`config.mk`:
```
export PLATFORM = sky130hd
export DESIGN_NAME = parity_stripe_engine
export DESIGN_NICKNAME = d
export VERILOG_FILES = /design/src/rtl/stripe_pkg.sv /design/src/rtl/fail_mask_decode.sv /design/src/rtl/stripe_addr_map.sv /design/src/rtl/stripe_xor_accum.sv /design/src/rtl/parity_stripe_engine.sv
export SDC_FILE = /design/constraint.sdc
export NUM_CORES = 1
export LEC_CHECK = 0
export BUFFER_PORTS_ARGS = -buffer_cell sky130_fd_sc_hd__buf_2
export CAP_MARGIN = 40
export CORE_UTILIZATION = 50
export CTS_CLUSTER_DIAMETER = 80
export DETAILED_ROUTE_END_ITERATION = 16
export GPL_ROUTABILITY_DRIVEN = 0
export MAX_ROUTING_LAYER = met4
export PLACE_DENSITY_LB_ADDON = 0.12
export SYNTH_ARGS = -nofsm -noshare
export SYNTH_HDL_FRONTEND = slang
export SYNTH_HIERARCHICAL = 1
export SYNTH_SLANG_ARGS = --single-unit
```
`constraint.sdc`:
```
create_clock -name clk -period 3.2 [get_ports clk]
set_input_delay 0.48 -clock clk [delete_from_list [all_inputs] [get_ports clk]]
set_output_delay 0.48 -clock clk [all_outputs]
set_load 0.01 [all_outputs]
```
`src/rtl/stripe_pkg.sv`:
```
package stripe_pkg;
  localparam int NDISK   = 4;
  localparam int DISK_W  = $clog2(NDISK);
  localparam int NSLOT   = NDISK - 1;
  localparam int CNT_W   = 3;

  // parity walks down one disk per row
  function automatic logic [DISK_W-1:0] parity_disk_of(input logic [DISK_W-1:0] row_lo);
    return DISK_W'(NDISK - 1) - row_lo;
  endfunction

  // data slots skip over the parity disk, ascending
  function automatic logic [DISK_W-1:0] data_disk_of(input logic [DISK_W-1:0] slot,
                                                     input logic [DISK_W-1:0] pdisk);
    return (slot >= pdisk) ? slot + DISK_W'(1) : slot;
  endfunction
endpackage

```
`src/rtl/fail_mask_decode.sv`:
```
module fail_mask_decode
  import stripe_pkg::*;
(
  input  logic [NDISK-1:0] mask,
  output logic             degraded,
  output logic             multi_fail
);
  logic [DISK_W:0] ones;

  always_comb begin
    ones = '0;
    for (int i = 0; i < NDISK; i++) ones = ones + (DISK_W+1)'(mask[i]);
    degraded   = (ones == (DISK_W+1)'(1));
    multi_fail = (ones > (DISK_W+1)'(1));
  end
endmodule

```
`src/rtl/stripe_addr_map.sv`:
```
module stripe_addr_map
  import stripe_pkg::*;
#(
  parameter int LBA_W = 16
) (
  input  logic              clk,
  input  logic              rst_n,
  input  logic              start,
  input  logic [LBA_W-1:0]  lba,
  input  logic              refuse,
  output logic              busy,
  output logic              valid,
  output logic              reject,
  output logic [LBA_W-1:0]  row,
  output logic [DISK_W-1:0] disk,
  output logic [DISK_W-1:0] par_disk
);
  localparam int STEP_W = $clog2(LBA_W + 1);

  logic [LBA_W-1:0]  shift_q, quot_q;
  logic [1:0]        rem_q;
  logic [STEP_W-1:0] step_q;
  logic [2:0]        trial;
  logic              take;
  logic [1:0]        rem_n;
  logic [LBA_W-1:0]  quot_n;
  logic [DISK_W-1:0] pd_n;

  // one restoring step of division by three
  always_comb begin
    trial  = {rem_q, shift_q[LBA_W-1]};
    take   = (trial >= 3'd3);
    rem_n  = take ? 2'(trial - 3'd3) : trial[1:0];
    quot_n = {quot_q[LBA_W-2:0], take};
    pd_n   = parity_disk_of(quot_n[DISK_W-1:0]);
  end

  always_ff @(posedge clk) begin
    if (!rst_n) begin
      busy     <= 1'b0;
      valid    <= 1'b0;
      reject   <= 1'b0;
      shift_q  <= '0;
      quot_q   <= '0;
      rem_q    <= '0;
      step_q   <= '0;
      row      <= '0;
      disk     <= '0;
      par_disk <= '0;
    end else begin
      valid  <= 1'b0;
      reject <= 1'b0;
      if (!busy) begin
        if (start) begin
          if (refuse) begin
            reject <= 1'b1;
          end else begin
            busy    <= 1'b1;
            shift_q <= lba;
            quot_q  <= '0;
            rem_q   <= '0;
            step_q  <= '0;
          end
        end
      end else begin
        shift_q <= {shift_q[LBA_W-2:0], 1'b0};
        quot_q  <= quot_n;
        rem_q   <= rem_n;
        step_q  <= step_q + STEP_W'(1);
        if (step_q == STEP_W'(LBA_W - 1)) begin
          busy     <= 1'b0;
          valid    <= 1'b1;
          row      <= quot_n;
          par_disk <= pd_n;
          disk     <= data_disk_of(rem_n, pd_n);
        end
      end
    end
  end
endmodule

```
`src/rtl/stripe_xor_accum.sv`:
```
module stripe_xor_accum
  import stripe_pkg::*;
#(
  parameter int DATA_W = 32
) (
  input  logic              clk,
  input  logic              rst_n,
  input  logic [NDISK-1:0]  mask,
  input  logic              degraded,
  input  logic              multi_fail,
  input  logic              in_valid,
  output logic              in_ready,
  input  logic [DATA_W-1:0] in_data,
  input  logic [DISK_W-1:0] in_disk,
  input  logic              in_last,
  output logic              out_valid,
  input  logic              out_ready,
  output logic [DATA_W-1:0] out_data,
  output logic              out_rebuilt,
  output logic              err
);
  logic [DATA_W-1:0] acc_q, acc_n;
  logic [CNT_W-1:0]  cnt_q, cnt_n;
  logic              beat, counted;

  assign in_ready = !out_valid;

  always_comb begin
    beat    = in_valid && in_ready;
    counted = beat && !mask[in_disk];
    acc_n   = counted ? (acc_q ^ in_data) : acc_q;
    cnt_n   = (counted && cnt_q != '1) ? cnt_q + CNT_W'(1) : cnt_q;
  end

  always_ff @(posedge clk) begin
    if (!rst_n) begin
      acc_q       <= '0;
      cnt_q       <= '0;
      out_valid   <= 1'b0;
      out_data    <= '0;
      out_rebuilt <= 1'b0;
      err         <= 1'b0;
    end else begin
      err <= 1'b0;
      if (out_valid && out_ready) out_valid <= 1'b0;
      if (beat) begin
        if (in_last) begin
          acc_q <= '0;
          cnt_q <= '0;
          if (cnt_n == CNT_W'(NSLOT) && !multi_fail) begin
            out_valid   <= 1'b1;
            out_data    <= acc_n;
            out_rebuilt <= degraded;
          end else begin
            err <= 1'b1;
          end
        end else begin
          acc_q <= acc_n;
          cnt_q <= cnt_n;
        end
      end
    end
  end
endmodule

```
`src/rtl/parity_stripe_engine.sv`:
```
module parity_stripe_engine
  import stripe_pkg::*;
#(
  parameter int LBA_W  = 16,
  parameter int DATA_W = 32
) (
  input  logic              clk,
  input  logic              rst_n,
  input  logic [3:0]        fail_mask,
  input  logic              req_start,
  input  logic [LBA_W-1:0]  req_lba,
  output logic              map_busy,
  output logic              map_valid,
  output logic              map_reject,
  output logic [LBA_W-1:0]  map_row,
  output logic [1:0]        map_disk,
  output logic [1:0]        map_par_disk,
  input  logic              in_valid,
  output logic              in_ready,
  input  logic [DATA_W-1:0] in_data,
  input  logic [1:0]        in_disk,
  input  logic              in_last,
  output logic              out_valid,
  input  logic              out_ready,
  output logic [DATA_W-1:0] out_data,
  output logic              out_last,
  output logic              out_rebuilt,
  output logic              stream_err
);
  logic degraded, multi_fail;

  fail_mask_decode u_mask (
    .mask       (fail_mask),
    .degraded   (degraded),
    .multi_fail (multi_fail)
  );

  stripe_addr_map #(.LBA_W(LBA_W)) u_map (
    .clk      (clk),
    .rst_n    (rst_n),
    .start    (req_start),
    .lba      (req_lba),
    .refuse   (multi_fail),
    .busy     (map_busy),
    .valid    (map_valid),
    .reject   (map_reject),
    .row      (map_row),
    .disk     (map_disk),
    .par_disk (map_par_disk)
  );

  stripe_xor_accum #(.DATA_W(DATA_W)) u_xor (
    .clk         (clk),
    .rst_n       (rst_n),
    .mask        (fail_mask),
    .degraded    (degraded),
    .multi_fail  (multi_fail),
    .in_valid    (in_valid),
    .in_ready    (in_ready),
    .in_data     (in_data),
    .in_disk     (in_disk),
    .in_last     (in_last),
    .out_valid   (out_valid),
    .out_ready   (out_ready),
    .out_data    (out_data),
    .out_rebuilt (out_rebuilt),
    .err         (stream_err)
  );

  // the result is always a single word
  assign out_last = out_valid;
endmodule

```
==> impl_results.md <==
- Final hold viol count: 0
- Cell row count: 41
- Hold endpoint: u_xor/out_valid$_SDFF_PN0_
- Hold_buf cts: 0
- Worst skew pair latency: roughly 420 ps
- Post-CTS setup buffers: 0
- Peak supply drop: 0.378 mV
- Setup TNS Final: 0 ps
- Post-detail-place hpwl: 10100 um
- Avg WL per Cell: ~16 um
- Pwr Density: 556 mW/mm^2
- Data arrival, critical path: 2860 ps
- Worst hold path type: primary input to flip-flop
- Clock Tree Buf Depth: 2
- Register-to-register path setup slack: about 680 ps
- Ys async rst share: 0%
- Fmax: around 390 MHz
- Routed Antenna Nets: 0
- Leakage: 0.00316 uW
- Final Skew: 8.43 ps
- Initial antenna violation count: 0
- Number of synthesized flops with an enable pin: 0
- Layout cell share with drive strength beyond 1: roughly 26%
- Endpoints failing setup: 0
- Final period utilization: between 80% and 90%
- Main combinational cell family by area after synthesis: compound AO/OA/AOI/OAI gates
- Compound-gate portion of the synthesized area: between 20% and 30%
- WS Path Type: primary input to flip-flop
- Synth cell count leaders: dfxtp_1 (131), a211oi_1 (63), o21ai_0 (61)
- Max Cap Viol: 0
- Yosys top cell by area: dfxtp_1
- Hold Crit Start: out_ready
- Fillers: roughly 1100
- Post-Synth XOR/XNOR Area: 4.47%
- Via density: 5.58
- Top_reg_cell synth: dfxtp_1
- Initial detailed-routing violation count: 397
- Die X: about 120 um
- Syn Inst Count: 730
- Post-Route WL: between 15000 and 20000 um
- Worst setup EP type: flip-flop
- Post-CTS sizing: 0
- Mux cell area share after synthesis: ~3.4%
- Worst Hold Depth: 3
- Max FO, Critical Path: 33
- Register area share after synthesis: 40.5%
- Critical Path Source Type: primary input
- Largest net degree at the start of global routing: 55
- Main area contributors after synthesis: dfxtp_1 (41%), a211oi_1 (7.3%), o21ai_0 (4.7%), xnor2_1 (4.5%), nor4b_1 (4.3%)
- Reg-to-reg startpoint: u_xor/cnt_q[0]$_SDFFE_PN0P_
- Req. time, crit path: around 3500 ps
- Clock slew seen by the registers of the worst setup and hold paths: around 60 ps
- Die height: between 100 and 150 um
- Routed vias: roughly 5600
- Slew @ Worst Pin: roughly 740 ps
- Sinks on Clock Net: between 100 and 150
- RSZ-0062 raised after global routing: false
- Yosys cell types: 55
- Yosys reg bits: between 100 and 150
- Remaining DRCs: 0
- Htree depth: 4
- Synthesized cell area: between 0.006 and 0.007 mm^2
- Adder-cell share of the synthesized area: under 10%
- Yosys warns: 6
- Io pins: 120
- Core Area: 0.0126 mm^2
- Min Clock Period, post-route: 2590 ps
- Post-synth top area share: between 40% and 50%
- Gr ovfl total: 0
- R2r endpoint: u_xor/out_data[5]$_SDFFE_PN0P_
- Mean Syn Cell Area: slightly below 9 um^2
- Post-Syn Nets: between 800 and 900
- Vias in the first global route: 5299
- Cts bufs inserted: 17
- NumNets Final: just under 900
- Fin. max-slew vios: 0
- Antenna diodes: 0
- First-pass GRT wire length: 25300 um
- Post-Synth Simple-Gate Area: a little under a fifth
- First-pass DRT Iterations: 4
- Number of I/O port buffers: 119
- Die area: ~0.013 mm^2
- Outcome: finished, final reports clean
- R2R cell count: 7
- Layout area overhead: 20.4%
- Clock Tree Root: clkbuf_16
- Total track usage: around a quarter
- Slew margin rel.: just over 50%
- TritonCTS clock tree: done
- Starting Density: about half
- Most common cell in the synthesized netlist: dfxtp_1
- Overall power: about 4300 uW
-- layout by cell type (no fill, tap or decap), drive strengths merged, types with 3 or more instances in the layout --
master	instances
dfxtp	131
nand2	55
nor2b	6
mux2i	20
inv	48
buf	135
a22o	17
a211oi	65
nand2b	3
nor3	35
and2	36
clkbuf	23
ha	10
xnor2	33
a31o	32
bufinv	6
nor4b	32
nor2	38
o21ai	71
nor3b	5
-- cell families after synthesis --
group	Yosys count
DFF	131
xor gates and xnor gates	33
and+or+nand+nor	220
muxes	21
adders and majority gates	11
AOI/OAI and AO/OA	201
buffers and inverters	113
-- metrics by stage --
stage	hold WS [ps]	cell area (um^2)	std cells	utilization [%]	setup slack (ps)
2_1_floorplan	442	6470	730	-	632
4_1_cts	369	7790	1004	61.7	617
5_1_grt	375	7790	1004	61.7	462
3_5_place_dp	447	7100	972	56.3	229
3_3_place_gp	436	7100	972	56.3	336
6_report	378	7790	1004	61.7	609
-- routing by layer --
| layer | GRT usage (%) | part of all wire [%] | vias to the layer above |
|---|---|---|---|
| met5 | - | 0 | - |
| met3 | 6.01 | 4.3 | 12 |
| met4 | 8.12 | 1.2 | 0 |
| met2 | 42.4 | 50 | 138 |
| met1 | 29.7 | 45 | 2673 |
| li1 | - | - | 2775 |
-- where the power goes --
| part | leakage [uW] | total [uW] | switching [uW] | internal (uW) |
|---|---|---|---|---|
| clock network | 0.000333 | 2240 | 695 | 1540 |
| logic | 0.00177 | 393 | 235 | 158 |
| registers | 0.00106 | 1700 | 33.9 | 1660 |
| total | 0.00316 | 4330 | 965 | 3360 |
-- worst max-delay path by stage --
stage / cells past startpoint / startpoint / end / slack (ps)
finish: 13 / fail_mask[0] / u_xor/out_data[5]$_SDFFE_PN0P_ / 610
global route: 13 / fail_mask[0] / u_xor/out_data[21]$_SDFFE_PN0P_ / 460
CTS: 13 / fail_mask[0] / u_xor/out_data[12]$_SDFFE_PN0P_ / 620
detailed placement: 13 / fail_mask[0] / u_xor/out_data[5]$_SDFFE_PN0P_ / 230
global placement: 13 / fail_mask[0] / u_xor/out_data[6]$_SDFFE_PN0P_ / 340
floorplan: 11 / fail_mask[0] / u_xor/out_data[1]$_SDFFE_PN0P_ / 630
-- sequential cells by signal, indices dropped and copies added, names as in the netlist, 2 cells and up --
| signal | cells |
|---|---|
| u_map/par_disk | 2 |
| u_map/step_q | 5 |
| u_map/quot_q | 15 |
| u_map/shift_q | 16 |
| u_xor/cnt_q | 3 |
| u_xor/out_data | 32 |
| u_map/disk | 2 |
| u_map/rem_q | 2 |
| u_map/row | 16 |
| u_xor/acc_q | 32 |
-- cell type report --
type | instances | area (um^2) | area share, %
multi-input combinational | 486 | 3360 | 43.1
clock inverter | 9 | 198 | 2.54
timing repair buffer | 135 | 728 | 9.35
sequential | 131 | 2620 | 33.7
clock buffer | 23 | 488 | 6.27
inverter | 48 | 180 | 2.31
tap | 172 | 215 | 2.76
-- critical path, stage by stage --
cell and delay (ps):
buf_2 80, inv_1 50, fa_1 530, inv_1 40
ha_1 190, inv_1 60, ha_1 130, inv_1 130
inv_1 130, o2111a_1 220, buf_4 270, a21o_4 380
a211oi_1 150
No activity file was read; power rests on OpenSTA's default activity.
